### config.mk
export PLATFORM = sky130hd
export DESIGN_NAME = pwr_mode_ctrl
export DESIGN_NICKNAME = d
export VERILOG_FILES = /design/src/rtl/pwr_mode_pkg.sv /design/src/rtl/pmc_decide.sv /design/src/rtl/pmc_settle.sv /design/src/rtl/pmc_irq.sv /design/src/rtl/pwr_mode_ctrl.sv
export SDC_FILE = /design/constraint.sdc
export NUM_CORES = 1
export LEC_CHECK = 0
export BUFFER_PORTS_ARGS = -buffer_cell sky130_fd_sc_hd__buf_4
export CORE_MARGIN = 4
export CORE_UTILIZATION = 52
export CTS_BUF_LIST = sky130_fd_sc_hd__clkbuf_4 sky130_fd_sc_hd__clkbuf_8 sky130_fd_sc_hd__clkbuf_16
export CTS_CLUSTER_DIAMETER = 60
export DETAILED_ROUTE_END_ITERATION = 16
export MAX_ROUTING_LAYER = met4
export PLACE_DENSITY_LB_ADDON = 0.12
export SETUP_SLACK_MARGIN = 0.02
export SLEW_MARGIN = 20
export SYNTH_ARGS = -nofsm -noshare
export SYNTH_HDL_FRONTEND = slang
export SYNTH_HIERARCHICAL = 1
export SYNTH_SLANG_ARGS = --single-unit
### constraint.sdc
create_clock -name clk_i -period 2.81 [get_ports clk_i]
set_input_delay 0.4215 -clock clk_i [delete_from_list [all_inputs] [get_ports clk_i]]
set_output_delay 0.4215 -clock clk_i [all_outputs]
set_load 0.01 [all_outputs]
### src/rtl/pwr_mode_pkg.sv
package pwr_mode_pkg;

  localparam int NMODES = 5;

  typedef enum logic [2:0] {
    M_HIGH  = 3'd0,
    M_MED   = 3'd1,
    M_SUB   = 3'd2,
    M_SLEEP = 3'd3,
    M_WATCH = 3'd4
  } mode_e;

  // outcome of a sleep strobe taken in a running mode
  typedef struct packed {
    mode_e halt;   // intermediate halted mode
    mode_e dest;   // landing mode when transferring
    logic  xfer;   // completes a transfer
    logic  lock;   // halt that only reset can leave
    logic  slow;   // wait on the settling counter
  } plan_t;

endpackage

### src/rtl/pmc_decide.sv
module pmc_decide
  import pwr_mode_pkg::*;
(
  input  mode_e cur_i,
  input  logic  stby_i,
  input  logic  lspd_i,
  input  logic  mspd_i,
  input  logic  xfer_en_i,
  input  logic  subtmr_i,
  input  logic  xfer_ie_i,
  input  logic  imask_i,
  output plan_t plan_o
);

  logic  legal;
  logic  slow_path;
  mode_e dest;

  always_comb begin
    legal     = 1'b0;
    slow_path = 1'b0;
    dest      = cur_i;
    unique case (cur_i)
      M_HIGH: begin
        if (!stby_i && !lspd_i && mspd_i) begin
          legal = 1'b1;
          dest  = M_MED;
        end else if (stby_i && lspd_i && subtmr_i) begin
          legal = 1'b1;
          dest  = M_SUB;
        end
      end
      M_MED: begin
        if (!stby_i && !lspd_i && !mspd_i) begin
          legal = 1'b1;
          dest  = M_HIGH;
        end
      end
      M_SUB: begin
        if (stby_i && !lspd_i && !mspd_i && subtmr_i) begin
          legal     = 1'b1;
          slow_path = 1'b1;
          dest      = M_HIGH;
        end
      end
      default: ;
    endcase
  end

  always_comb begin
    plan_o.halt = stby_i ? M_WATCH : M_SLEEP;
    plan_o.dest = dest;
    plan_o.lock = xfer_en_i & imask_i;
    plan_o.xfer = xfer_en_i & legal & xfer_ie_i & ~imask_i;
    plan_o.slow = plan_o.xfer & slow_path;
  end

endmodule

### src/rtl/pmc_settle.sv
module pmc_settle #(
  parameter int SEL_W     = 3,
  parameter int BASE_LOG2 = 3,
  parameter int CNT_W     = BASE_LOG2 + (1 << SEL_W)
) (
  input  logic             clk_i,
  input  logic             rst_ni,
  input  logic             load_i,
  input  logic [SEL_W-1:0] sel_i,
  output logic [CNT_W-1:0] cnt_o,
  output logic             zero_o
);

  logic [CNT_W-1:0] cnt_q;
  logic [CNT_W-1:0] load_val;

  assign load_val = {{(CNT_W-1){1'b0}}, 1'b1} << (BASE_LOG2 + int'(sel_i));

  always_ff @(posedge clk_i or negedge rst_ni) begin
    if (!rst_ni) begin
      cnt_q <= '0;
    end else if (load_i) begin
      cnt_q <= load_val;
    end else if (cnt_q != '0) begin
      cnt_q <= cnt_q - 1'b1;
    end
  end

  assign cnt_o  = cnt_q;
  assign zero_o = (cnt_q == '0);

endmodule

### src/rtl/pmc_irq.sv
module pmc_irq (
  input  logic clk_i,
  input  logic rst_ni,
  input  logic set_i,
  input  logic ack_i,
  output logic irq_o
);

  logic irq_q;

  always_ff @(posedge clk_i or negedge rst_ni) begin
    if (!rst_ni) begin
      irq_q <= 1'b0;
    end else if (set_i) begin
      irq_q <= 1'b1;
    end else if (ack_i) begin
      irq_q <= 1'b0;
    end
  end

  assign irq_o = irq_q;

endmodule

### src/rtl/pwr_mode_ctrl.sv
module pwr_mode_ctrl
  import pwr_mode_pkg::*;
#(
  parameter int SEL_W     = 3,
  parameter int BASE_LOG2 = 3
) (
  input  logic                                  clk_i,
  input  logic                                  rst_ni,
  input  logic                                  sleep_exec_i,
  input  logic                                  stby_i,
  input  logic                                  lspd_i,
  input  logic                                  mspd_i,
  input  logic                                  xfer_en_i,
  input  logic                                  subtmr_i,
  input  logic                                  xfer_ie_i,
  input  logic                                  imask_i,
  input  logic                                  wake_i,
  input  logic [SEL_W-1:0]                      settle_sel_i,
  input  logic                                  irq_ack_i,
  output logic [NMODES-1:0]                     mode_o,
  output logic [1:0]                            clk_sel_o,
  output logic [BASE_LOG2+(1<<SEL_W)-1:0]       settle_cnt_o,
  output logic                                  xfer_irq_o
);

  localparam int CNT_W = BASE_LOG2 + (1 << SEL_W);

  mode_e cur_q, cur_d;
  mode_e ret_q, ret_d;
  logic  xfer_q, xfer_d;
  logic  lock_q, lock_d;
  logic  slow_q, slow_d;
  logic  running;
  logic  load_cnt;
  logic  land;
  logic  cnt_zero;
  plan_t plan;

  pmc_decide u_decide (
    .cur_i     (cur_q),
    .stby_i    (stby_i),
    .lspd_i    (lspd_i),
    .mspd_i    (mspd_i),
    .xfer_en_i (xfer_en_i),
    .subtmr_i  (subtmr_i),
    .xfer_ie_i (xfer_ie_i),
    .imask_i   (imask_i),
    .plan_o    (plan)
  );

  pmc_settle #(
    .SEL_W     (SEL_W),
    .BASE_LOG2 (BASE_LOG2),
    .CNT_W     (CNT_W)
  ) u_settle (
    .clk_i  (clk_i),
    .rst_ni (rst_ni),
    .load_i (load_cnt),
    .sel_i  (settle_sel_i),
    .cnt_o  (settle_cnt_o),
    .zero_o (cnt_zero)
  );

  pmc_irq u_irq (
    .clk_i  (clk_i),
    .rst_ni (rst_ni),
    .set_i  (land),
    .ack_i  (irq_ack_i),
    .irq_o  (xfer_irq_o)
  );

  assign running = (cur_q == M_HIGH) || (cur_q == M_MED) || (cur_q == M_SUB);

  always_comb begin
    cur_d    = cur_q;
    ret_d    = ret_q;
    xfer_d   = xfer_q;
    lock_d   = lock_q;
    slow_d   = slow_q;
    load_cnt = 1'b0;
    land     = 1'b0;
    if (running) begin
      if (sleep_exec_i) begin
        cur_d    = plan.halt;
        ret_d    = plan.xfer ? plan.dest : cur_q;
        xfer_d   = plan.xfer;
        lock_d   = plan.lock;
        slow_d   = plan.slow;
        load_cnt = plan.slow;
      end
    end else if (!lock_q) begin
      if (xfer_q) begin
        if (!slow_q || cnt_zero) begin
          cur_d  = ret_q;
          xfer_d = 1'b0;
          slow_d = 1'b0;
          land   = 1'b1;
        end
      end else if (wake_i && !imask_i) begin
        cur_d = ret_q;
      end
    end
  end

  always_ff @(posedge clk_i or negedge rst_ni) begin
    if (!rst_ni) begin
      cur_q  <= M_HIGH;
      ret_q  <= M_HIGH;
      xfer_q <= 1'b0;
      lock_q <= 1'b0;
      slow_q <= 1'b0;
    end else begin
      cur_q  <= cur_d;
      ret_q  <= ret_d;
      xfer_q <= xfer_d;
      lock_q <= lock_d;
      slow_q <= slow_d;
    end
  end

  generate
    for (genvar g = 0; g < NMODES; g++) begin : g_onehot
      assign mode_o[g] = (cur_q == mode_e'(g));
    end
  endgenerate

  always_comb begin
    unique case (cur_q)
      M_HIGH:  clk_sel_o = 2'd0;
      M_MED:   clk_sel_o = 2'd1;
      M_SUB:   clk_sel_o = 2'd2;
      default: clk_sel_o = 2'd3;
    endcase
  end

endmodule

; After elaboration in Yosys (flattened, before gate mapping)
; Cells that the tools add are included.
[classes]
n_addsub = 2
n_mux = 40
bitwise_logic = 6
shifts = 1
reduce_logical = 29
eq_ne = 7
[ops]
columns = operator, n
row1 = 2-to-1 mux 3 bit, 12
row2 = "left shift 1 x 32 -> 11 bit, first input constant", 1
row3 = 2-to-1 mux 1 bit, 23
row4 = 2-to-1 mux 11 bit, 2
row5 = logical NOT 11 bit, 1
row6 = nonzero test 11 bit, 1
row7 = "subtractor 11 x 1 -> 11 bit, second input constant", 1
row8 = logical AND 1 bit, 9
row9 = one-hot mux 3 bit (3 select lines), 1
row10 = AND reduction 4 bit, 2
row11 = nonzero test 2 bit, 4
row12 = "equality test 3 x 2 -> 1 bit, second input constant", 2
row13 = one-hot mux 2 bit (3 select lines), 1
row14 = bitwise AND 1 bit, 5
row15 = logical NOT 1 bit, 5
row16 = "adder 2 x 3 -> 4 bit, first input constant", 1
row17 = AND reduction 2 bit, 2
row18 = "equality test 3 x 1 -> 1 bit, second input constant", 1
row19 = "equality test 3 bit, second input constant", 1
row20 = logical NOT 3 bit, 1
row21 = logical OR 1 bit, 3
row22 = "inequality test 3 x 1 -> 1 bit, second input constant", 1
row23 = one-hot mux 1 bit (3 select lines), 1
row24 = nonzero test 3 bit, 1
row25 = other kinds (3), 3
[totals]
output_inout_bits = 19
register_bits = 21

; Depth between registers and ports, before layout
; Gate-level depths: netlist of the first run.
[depth]
word_depth = 13
mapped_depth = 9
depth_no_buf = 9

; By module
; Netlist of the first run, hierarchy kept.
[modules_own_cells]
columns = mod, n_inst, area_each_um2, cells_each, seq_area_each_um2
row1 = pmc_settle, 1, 654.4, 70, 275.3
row2 = pwr_mode_ctrl, 1, 491.7, 52, 225.2
row3 = pmc_decide, 1, 146.4, 20, 0.0
row4 = pmc_irq, 1, 36.3, 3, 25.0

; Worst setup path before layout of the first run
; Ideal clock, no wire load.
[synth_timing]
path_type = reg-to-reg
from = register cur_q[0]
to = register u_settle.cnt_q[7] (netlist: u_settle/cnt_o[7])
arrival_ns = 1.967
slack_ns = 0.748
required_time_ns = 2.715
stages_incl_launch_ff = 9
path_buffers = 1
setup_ns = 0.095
path_cell_list = dfrtp_1 and4bb_1 nand2b_1 nor4b_2 and3_1 clkbuf_1 inv_1 or3_1 o31ai_1
[synth_lines]
columns = item, line
row1 = "start, declared", pwr_mode_ctrl.sv:28  ; mode_e cur_q, cur_d;
row2 = "start signal, assigned", pwr_mode_ctrl.sv:113  ; cur_q <= cur_d;
row3 = "end signal, assigned", pmc_settle.sv:23  ; cnt_q <= load_val;
row4 = "end signal, assigned", pmc_settle.sv:25  ; cnt_q <= cnt_q - 1'b1;
row5 = "end, declared", pmc_settle.sv:14  ; logic [CNT_W-1:0] cnt_q;

; Worst setup path in the final report of the first run
[layout_timing]
from = register u_settle.cnt_q[0] (netlist: u_settle/cnt_o[0])
to = register cur_q[2]
[layout_between]
elab_chain_len = 4
[layout_lines]
columns = item, line
row1 = logical NOT 11 bit, pmc_settle.sv:30  ; assign zero_o = (cnt_q == '0);
row2 = net cnt_zero, pwr_mode_ctrl.sv:36  ; logic cnt_zero;
row3 = logical OR 1 bit, pwr_mode_ctrl.sv:93  ; if (!slow_q || cnt_zero) begin
row4 = inequality test 3 x 1 -> 1 bit (no source line), n/a
row5 = AND reduction 4 bit (no source line), n/a
; The timed path passes the listed nets, and every way through them passes these cells.
; A chain may end at the register's enable or synchronous reset.

==> results of run 1 <==
[kinds of logic (layout without fill, tap and decap cells)]
kind of cell,Yosys count,after routing,synth area share [%]
simple gates,63,63,28.6
xor+xnor,4,4,2.64
flops,21,21,39.5
fa+ha+maj,1,1,0.941
buf+inv,15,47,4.90
mux,7,7,5.56
compound gates,34,34,17.8
[power groups by stage]
stage               clock [µW]  combinational, µW  sequential (µW)
finish                     150                526              544
detailed placement           0                526              551
global route               170                582              563
CTS                        156                531              543
floorplan                    0                322              534
global placement             0                510              543
[cell usage in the layout (no fill, tap or decap), types with 3 or more instances in the layout]
cell / instances
a21oi_1: 7
buf_4: 34
clkbuf_4: 4
dfrtp_1: 21
inv_1: 7
mux2i_1: 4
nand2_1: 12
nand2b_1: 4
nand3_1: 3
nor2_1: 12
nor2b_1: 4
nor3_1: 4
o21a_1: 3
o21ai_0: 6
o32a_1: 3
xor2_1: 3
[per-layer routing]
layer,GRT usage (%),vias to the layer above,part of all wire (%)
met5,-,-,0
met4,1.99,0,0.43
met3,5.48,2,4.9
met2,31.1,31,50
met1,25.4,574,45
li1,-,594,-
[layout make-up]
class | count | area share [%]
flip-flops and latches | 21 | 32.3
inverters | 8 | 1.85
well taps | 30 | 2.31
multi-input cells | 109 | 45.4
clock buffers | 4 | 1.85
repair buffers | 35 | 16.3
[per-stage QoR]
step / cell area [µm²] / util [%] / instances / total power, µW / hold slack, ns
CTS: 1630 / 66.3 / 207 / 1230 / 0.365
global placement: 1590 / 64.6 / 202 / 1050 / 0.316
global route: 1630 / 66.3 / 207 / 1320 / 0.372
floorplan: 1330 / - / 145 / 856 / 0.126
finish: 1630 / 66.3 / 207 / 1220 / 0.374
detailed placement: 1590 / 64.6 / 202 / 1080 / 0.323
[state kept, by name (all words and copies together), names as in the netlist]
| signal | flops |
|---|---|
| u_settle/cnt_o | 11 |
| xfer_q | 1 |
| lock_q | 1 |
| cur_q | 3 |
| ret_q | 3 |
| slow_q | 1 |
| u_irq/irq_o | 1 |
[how the worst min path moves through the flow]
stage,startpoint,end
5_1_grt,sleep_exec_i,xfer_q
2_1_floorplan,rst_ni,cur_q[0]
4_1_cts,sleep_exec_i,xfer_q
6_report,sleep_exec_i,xfer_q
3_3_place_gp,rst_ni,u_settle/cnt_o[6]
3_5_place_dp,rst_ni,u_settle/cnt_o[8]
[tightest hold or removal path: cells and delay by family]
family / cells / cell delay, ns
buffers and inverters: 1 / 0.09
AO/OA/AOI/OAI: 1 / 0.07
AND/OR/NAND/NOR: 1 / 0.06
==> flow_summary.yaml, run 1 <==
status:
  status: "completed"
power_and_ir_drop:
  power_switching_share_pct: 39.9
  leakage_uw: 0.000695
  vdd_drop_max_mv: 0.569
  p_per_area_mw_per_mm2: 750
  p_clk_share_pct: 12.3
  p_int_uw: 734
  pwr-share-seq_pct: 44.6
  combPwrFrac_pct: 43.1
  p_sw_uw: 486
detailed_routing:
  drt_wl_total_um: 3040
  vias: 1201
  drt_iter0_markers: 48
  drc: 0
  dr.pass1.iters: 5
  ant_nets: 0
  routed_via_density: 5.80
  wl_per_cell_um: 14.7
cells_and_area:
  drive_gt1_share_pct: 27.7
  area_growth_pct: 22.4
  diodes: 0
  multiInputGateArea_um2: 738
  nNetsFinal: 194
  n_fill_cell: 204
  ff_latch_area_um2: 526
clock_network:
  clock_path_buffers: 2
  hold_buffers: 1
  cts-resized-gates: 0
  cts_tree: "done"
  clk_latency_ns: 0.30
  post-cts-setup-buffers: 0
  cts.sink_count: 21
  cts_buffers: 3
  root_buffer: "clkbuf_4"
  cts-htree-levels: 1
  cts.clk_slew.worst_paths_ns: 0.11
placement:
  gp_congestion: 0.883
  pre_cts_slack_ns: 0.569
  hpwlAfterDp_um: 2310
  placement.io_buffers: 33
worst_setup_path:
  crit_cells: 9
  critPathTopFamily: "simple AND/OR/NAND/NOR gates"
  crit_chain: "inv_1 > ha_1 > nor2b_1 > nand4_2 > clkinv_1 > nor2b_1 > mux2_2 > o32a_1 > o21a_1"
  critPathMaxStageDelay_ns: 0.44
  crit_top_cell: "nor2b_1"
  rr_endpoint: "cur_q[2]"
  worst-path-buf-inv: 2
  r2r_slack_ns: 0.56
  r2r_cells: 9
  worstReg2RegStart: "u_settle/cnt_o[0]"
  critPathCapture: "cur_q[2]"
  cp_max_fo: 7
  endpoint_kind: "register"
  path_class: "register to register"
  crit_required_ns: 3.01
  crit_start: "u_settle/cnt_o[0]"
  critPathSlowestCell: "dfrtp_1"
  start_kind: "register"
  arrival_ns: 2.44
timing:
  fin_worst_skew_ns: 0.00394
  slew_headroom_pct: 64.4
  postLayoutSetupSlackWorst_ns: 0.564
  period_share_pct: 79.9
  slew_viol_final: 0
  worstMarginPinSlew_ns: 0.534
  setup_violations: 0
  fmax_mhz: 445
  rsz0062_at_grt: "no"
  hold_viol: 0
  period_minus_slack_ns: 2.25
  totalNegativeSetupSlack_ns: 0
worst_hold_path:
  holdCritPathClass: "input port to register"
  min_path_cells: 3
die:
  die_width_um: 58.6
  core_mm2: 0.00245
  io_pins: 34
  rows: 18
  die_area_mm2: 0.00343
  die_y_um: 58.6
  initial_utilization_pct: 54.1
synth:
  syn-mean-instance-area_um2: 9.16
  synth_edf_count: 0
  synth_area_leaders: "dfrtp_1 40%, nand2_1 3.4%, nor2_1 3.4%"
  yosysSeqAreaShare_pct: 39.5
  ys_types: 49
  yosysTopAreaCell: "dfrtp_1"
  async_reset_ff_share_pct: 100
  synth_most_common_cell: "dfrtp_1"
  synth_fp_nets: 161
  synthTopCellsByCount: "21 x dfrtp_1, 12 x nand2_1, 12 x nor2_1"
  netlist_area_mm2: 0.00133
  synth_cells: 145
  synth_flop_cell: "dfrtp_1"
  ys_seq_elements: 21
  yosys_warnings: 6
  yosysTopAreaCellShare_pct: 39.5
grt:
  grt_pass1_vias: 1142
  grt_max_degree: 22
  grt_overflow: 0
  antenna_found_initial: 0
  grt_pass1_wl_um: 5100
  global_route.usage.total_pct: 19.4
run:
  cap_violations: 0
Power figures use the tool's default switching activity.
==> run 2, diff against run 1 <==
--- a/config.mk
+++ b/config.mk
@@ -5,9 +5,10 @@
 export SDC_FILE = /design/constraint.sdc
 export NUM_CORES = 1
 export LEC_CHECK = 0
+export ABC_AREA = 1
 export BUFFER_PORTS_ARGS = -buffer_cell sky130_fd_sc_hd__buf_4
 export CORE_MARGIN = 4
-export CORE_UTILIZATION = 52
+export CORE_UTILIZATION = 54
 export CTS_BUF_LIST = sky130_fd_sc_hd__clkbuf_4 sky130_fd_sc_hd__clkbuf_8 sky130_fd_sc_hd__clkbuf_16
 export CTS_CLUSTER_DIAMETER = 60
 export DETAILED_ROUTE_END_ITERATION = 16
==> constraint.sdc (replaced) <==
create_clock -name clk_i -period 2.1 [get_ports clk_i]
set_input_delay 0.315 -clock clk_i [delete_from_list [all_inputs] [get_ports clk_i]]
set_output_delay 0.315 -clock clk_i [all_outputs]
set_load 0.01 [all_outputs]
==> run 2 against run 1 <==
  * Non-clock buffer count increased by 5
  * Sequential cell count unchanged
  * Wire length increased by 24%
  * Synthesized cell count increased by 62%
  * Via count increased by 34%
  * Die area increased by 13%
  * Critical path depth decreased by 3
  * Cell area increased by 19%
  * First-iteration DRC count increased by 120%
  * Critical endpoint is now clk_sel_o[0]
  * Largest cell class unchanged
==> flow_summary.yaml, run 2 <==
placement:
  place_area_mm2: 0.00188
  placement.io_buffers: 33
  hpwlAfterDp_um: 2860
  post-place-cells: 299
  gp_congestion: 1.01
cells_and_area:
  fin_cells: 305
  final_cell_mix: "59 x nand2_1, 42 x inv_1, 39 x buf_4"
  diodes: 0
  nNetsFinal: 291
  largest_register_ffs: 11
  layout_commonest_cell: "nand2_1"
  area_growth_pct: 22.1
  drive_gt1_share_pct: 27.4
  design_area_mm2: 0.00194
worst_setup_path:
  endpoint_kind: "output port"
  cp_max_fo: 7
  crit_required_ns: 1.78
  critPathSlowestCell: "dfrtp_2"
  worst-path-buf-inv: 4
  r2r_slack_ns: 0.21
  critPathMaxStageDelay_ns: 0.46
  path_class: "register to output port"
  arrival_ns: 1.68
  crit_chain: "buf_4 > inv_2 > nand2_4 > buf_4 > or2_1 > buf_4"
  start_kind: "register"
  critPathTopFamily: "buffers and inverters"
  crit_top_cell: "buf_4"
synth:
  yosysTopAreaCell: "dfrtp_1"
  ys_types: 33
  yosysTopAreaCellShare_pct: 33.0
  synth_fp_nets: 251
  synth_cells: 235
  synth_edf_count: 0
  ys_seq_elements: 21
  synth_most_common_cell: "nand2_1"
  synth_area_leaders: "dfrtp_1 33%, nand2_1 14%, inv_1 9.9%"
  synth_flop_cell: "dfrtp_1"
  yosys_warnings: 6
  async_reset_ff_share_pct: 100
  netlist_area_mm2: 0.00159
  syn-mean-instance-area_um2: 6.77
  synthTopCellsByCount: "59 x nand2_1, 42 x inv_1, 22 x nand3_1"
  yosysSeqAreaShare_pct: 33.0
detailed_routing:
  routed_via_density: 5.27
  wl_per_cell_um: 12.4
  ant_nets: 0
  dr.pass1.iters: 4
  drt_wl_total_um: 3780
  vias: 1608
  drt_iter0_markers: 104
  drc: 0
grt:
  global_route.usage.total_pct: 19.9
  grt_max_degree: 22
  grt_pass1_vias: 1431
  antenna_found_initial: 0
  grt_overflow: 0
  grt_pass1_wl_um: 6350
die:
  initial_utilization_pct: 57.2
  die_width_um: 62.3
  io_pins: 34
  core_mm2: 0.00278
  die_area_mm2: 0.00388
  die_y_um: 62.3
  rows: 19
clock_network:
  root_buffer: "clkbuf_4"
  clock_path_buffers: 2
  clk_latency_ns: 0.30
  cts_tree: "done"
  cts_buffers: 3
  cts.clk_slew.worst_paths_ns: 0.13
  cts.sink_count: 21
  cts-htree-levels: 1
run:
  cap_violations: 0
timing:
  fin_worst_skew_ns: 0.00312
  slew_viol_final: 0
  period_minus_slack_ns: 2.00
  fmax_mhz: 500
  holdWs_ns: 0.218
  slew_headroom_pct: 80.5
  hold_viol: 0
  worstMarginPinSlew_ns: 0.290
  setup_violations: 0
  totalNegativeSetupSlack_ns: 0
  period_share_pct: 95.2
  rsz0062_at_grt: "no"
power_and_ir_drop:
  vdd_drop_max_mv: 0.957
  p_per_area_mw_per_mm2: 1310
  leakage_uw: 0.00106
worst_hold_path:
  holdCritPathClass: "input port to register"
status:
  status: "completed"
==> run 2: cell types whose count changed in the layout (fill, tap and decap cells not counted), moves of 4 or more <==
cell,delta
nor2_2,+6
nand2_2,+4
nand2b_1,-4
inv_1,+35
nor2_1,+8
mux2i_1,-4
o21ai_0,+7
buf_4,+5
nor2b_1,-4
nand2_1,+47
nand3_1,+19
==> run 2: cell families after synthesis <==
family | synth area share [%]
AOI/OAI and AO/OA | 11.3
adders and majority gates | 0.787
DFF | 33.0
xor gates and xnor gates | 0.551
buffers and inverters | 12.8
and+or+nand+nor | 41.5
==> run 2: worst register-to-register path, cell delays in order (launching register included) <==
cell,delay [ns]
dfrtp_1,0.40
inv_1,0.10
ha_2,0.24
nand2_4,0.09
nor2_8,0.14
nand3_4,0.13
inv_1,0.10
inv_1,0.06
nand3_1,0.16
nand2_1,0.09
o21ai_2,0.17
nand2_1,0.07
nand2_1,0.08
==> run 2: metrics by stage <==
stage / setup slack (ns) / utilization (%) / power [µW]
finish: 0.101 / 69.8 / 2540
detailed placement: 0.178 / 67.6 / 2300
global route: 0.00880 / 69.8 / 2820
CTS: 0.0649 / 68.9 / 2500
global placement: 0.230 / 67.6 / 2290
floorplan: 0.146 / - / 1770
==> run 2: area by class of cell <==
cell class	count	area (µm²)
Clock inverter	1	5.00
Sequential cell	21	528
Clock buffer	3	22.5
Inverter	45	169
Multi-Input combinational cell	164	876
Tap cell	31	38.8
Timing Repair Buffer	40	303
Fill cell	256	840
==> run 2: per-layer routing <==
metal | vias to the layer above | routed length, µm | share of wire [%] | global-route usage [%]
met5 | - | 0 | 0 | -
met4 | 0 | 30 | 0.79 | 3.45
met3 | 5 | 283 | 7.5 | 3.60
met2 | 70 | 1900 | 50 | 33.8
met1 | 721 | 1560 | 41 | 25.0
li1 | 812 | - | - | -
==> run 2: final timing paths <==
| check | from | end | cells after the start |
|---|---|---|---|
| hold / removal | irq_ack_i | u_irq/irq_o | 4 |
| min in group asynchronous | rst_ni | u_settle/cnt_o[0] | 2 |
| hold reg to reg | u_irq/irq_o | u_irq/irq_o | 2 |
| setup / recovery | cur_q[2] | clk_sel_o[0] | 6 |
| max in group asynchronous | rst_ni | cur_q[2] | 2 |
| setup reg to reg | u_settle/cnt_o[0] | cur_q[0] | 12 |
==> run 2: power breakdown <==
| part | switching (µW) | internal [µW] |
|---|---|---|
| sequential | 162 | 585 |
| clock | 132 | 71.0 |
| combinational | 930 | 664 |
==> run 2: repair_timing <==
item                                    4_1_cts  5_1_grt
endpoints found under the setup margin        0       11
buffers inserted                              0        1
endpoints found under the hold margin        21        0
hold buffers                                  1        0
gates resized for setup                       0        6
==> run 3, diff against run 2 <==
--- a/config.mk
+++ b/config.mk
@@ -8,7 +8,7 @@
 export ABC_AREA = 1
 export BUFFER_PORTS_ARGS = -buffer_cell sky130_fd_sc_hd__buf_4
 export CORE_MARGIN = 4
-export CORE_UTILIZATION = 54
+export CORE_UTILIZATION = 40
 export CTS_BUF_LIST = sky130_fd_sc_hd__clkbuf_4 sky130_fd_sc_hd__clkbuf_8 sky130_fd_sc_hd__clkbuf_16
 export CTS_CLUSTER_DIAMETER = 60
 export DETAILED_ROUTE_END_ITERATION = 16
==> run 3 against run 2 <==
  * Cell area up 2.3%
  * Worst setup slack worse by 0.0021 ns
  * First-iteration DRC count down 22%
  * Critical path type unchanged
  * Highest routed layer unchanged
  * Sequential share of layout area down 0.68 points
  * Sequential power up 1%
  * Critical endpoint unchanged
  * Non-clock buffer count unchanged
==> flow_summary.yaml, run 3 (synthesis gave the netlist of run 2 again) <==
status:
  status: "completed"
detailed_routing:
  dr.pass1.iters: 4
  drt_iter0_markers: 81
  ant_nets: 0
  vias: 1530
  wl_per_cell_um: 11.9
  drt_wl_total_um: 3820
  drc: 0
  routed_via_density: 4.75
placement:
  placement.io_buffers: 33
  gp_congestion: 0.847
  place_area_mm2: 0.00191
  hpwlAfterDp_um: 3050
cells_and_area:
  diodes: 0
  nNetsFinal: 291
  design_area_mm2: 0.00199
  multiInputGateArea_um2: 880
  fin_util_pct: 53.1
  ff_latch_area_um2: 527
  n_fill_cell: 371
  largest_register_ffs: 11
  layout_commonest_cell: "nand2_1"
  final_cell_mix: "59 x nand2_1, 42 x inv_1, 39 x buf_4"
  drive_gt1_share_pct: 27.0
  area_growth_pct: 24.9
worst_setup_path:
  worstReg2RegStart: "cur_q[0]"
  path_class: "register to output port"
  r2r_slack_ns: 0.23
  rr_endpoint: "u_settle/cnt_o[6]"
  crit_chain: "buf_4 > nand2_2 > nand2_4 > buf_4 > or2_1 > buf_4"
  start_kind: "register"
  critPathSlowestCell: "dfrtp_2"
  r2r_cells: 14
  crit_top_cell: "buf_4"
  critPathTopFamily: "buffers and inverters"
  cp_max_fo: 7
  worst-path-buf-inv: 3
  crit_required_ns: 1.78
  arrival_ns: 1.69
  critPathMaxStageDelay_ns: 0.47
  endpoint_kind: "output port"
clock_network:
  cts_tree: "done"
  cts_buffers: 3
  cts.clk_slew.worst_paths_ns: 0.08
  root_buffer: "clkbuf_8"
  cts-htree-levels: 1
  cts.sink_count: 21
  post-cts-setup-buffers: 0
  clock_path_buffers: 2
  clk_latency_ns: 0.26
die:
  rows: 22
  die_width_um: 71.1
  io_pins: 34
  core_mm2: 0.00374
  initial_utilization_pct: 42.5
  die_y_um: 71.1
  die_area_mm2: 0.00505
grt:
  grt_pass1_vias: 1490
  grt_pass1_wl_um: 6510
  grt_overflow: 0
  global_route.usage.total_pct: 16.3
  antenna_found_initial: 0
  grt_max_degree: 22
power_and_ir_drop:
  p_int_uw: 1360
  p_per_area_mw_per_mm2: 1300
  pwr-share-seq_pct: 29.2
  leakage_uw: 0.00106
  combPwrFrac_pct: 60.3
  power_switching_share_pct: 47.4
  p_sw_uw: 1230
  vdd_drop_max_mv: 0.671
  p_clk_share_pct: 10.5
timing:
  period_minus_slack_ns: 2.00
  totalNegativeSetupSlack_ns: 0
  hold_viol: 0
  rsz0062_at_grt: "no"
  slew_viol_final: 0
  slew_headroom_pct: 80.7
  fin_worst_skew_ns: 0.00354
  setup_violations: 0
  fmax_mhz: 500
  period_share_pct: 95.3
  worstMarginPinSlew_ns: 0.288
  holdWs_ns: 0.279
run:
  cap_violations: 0
worst_hold_path:
  min-delay-start: "irq_ack_i"
  holdCritPathClass: "input port to register"
  min_to: "u_irq/irq_o"
  min_path_cells: 4
-- run 3: cell counts in the layout (fill, tap and decap cells not counted) --
Identical to the previous run, type by type.
-- run 3: how the worst max path moves through the flow --
stage / start / to / slack (ns) / depth (start not counted)
finish: cur_q[0] / clk_sel_o[0] / 0.1 / 6
global route: cur_q[0] / u_settle/cnt_o[6] / 0.03 / 12
CTS: cur_q[0] / clk_sel_o[0] / 0.05 / 6
detailed placement: cur_q[0] / u_settle/cnt_o[3] / 0.19 / 13
global placement: cur_q[0] / u_settle/cnt_o[3] / 0.15 / 13
floorplan: cur_q[2] / u_settle/cnt_o[0] / 0.15 / 13
-- run 3: worst min-delay path, stage by stage --
cell     delay (ns)
buf_4          0.07
inv_1          0.03
nand2_1        0.04
nand2_1        0.05
-- run 3: layout make-up --
class                      count  share of cell area, %
clock buffer                   3                   2.08
clock inverter                 1                  0.252
inverter                      45                   8.63
multi-input combinational    164                   44.3
sequential                    21                   26.5
tap                           48                   3.02
timing repair buffer          40                   15.2
-- run 3: power groups by stage --
stage          clock (µW)  sequential (µW)  combinational, µW
6_report              271              756               1560
5_1_grt               289              791               1760
4_1_cts               279              757               1560
3_5_place_dp            0              758               1560
3_3_place_gp            0              762               1560
2_1_floorplan           0              803                967
-- run 3: what timing repair did --
item,CTS,global route
endpoints found under the setup margin,0,8
gates resized for setup,0,6
hold buffers,1,0
endpoints found under the hold margin,21,0
-- run 3: per-stage QoR --
stage               instances  power, µW  worst slack [ns]
floorplan                 235       1770             0.146
global placement          317       2330             0.147
detailed placement        317       2320             0.190
CTS                       322       2600            0.0481
global route              322       2840            0.0287
finish                    322       2590            0.0993
-- run 3: layer usage --
metal | vias up | share of wire, % | GRT usage (%)
met5 | - | 0 | -
met4 | 0 | 2.0 | 7.10
met3 | 6 | 4.8 | 1.70
met2 | 41 | 47 | 26.6
met1 | 668 | 46 | 20.5
li1 | 815 | - | -
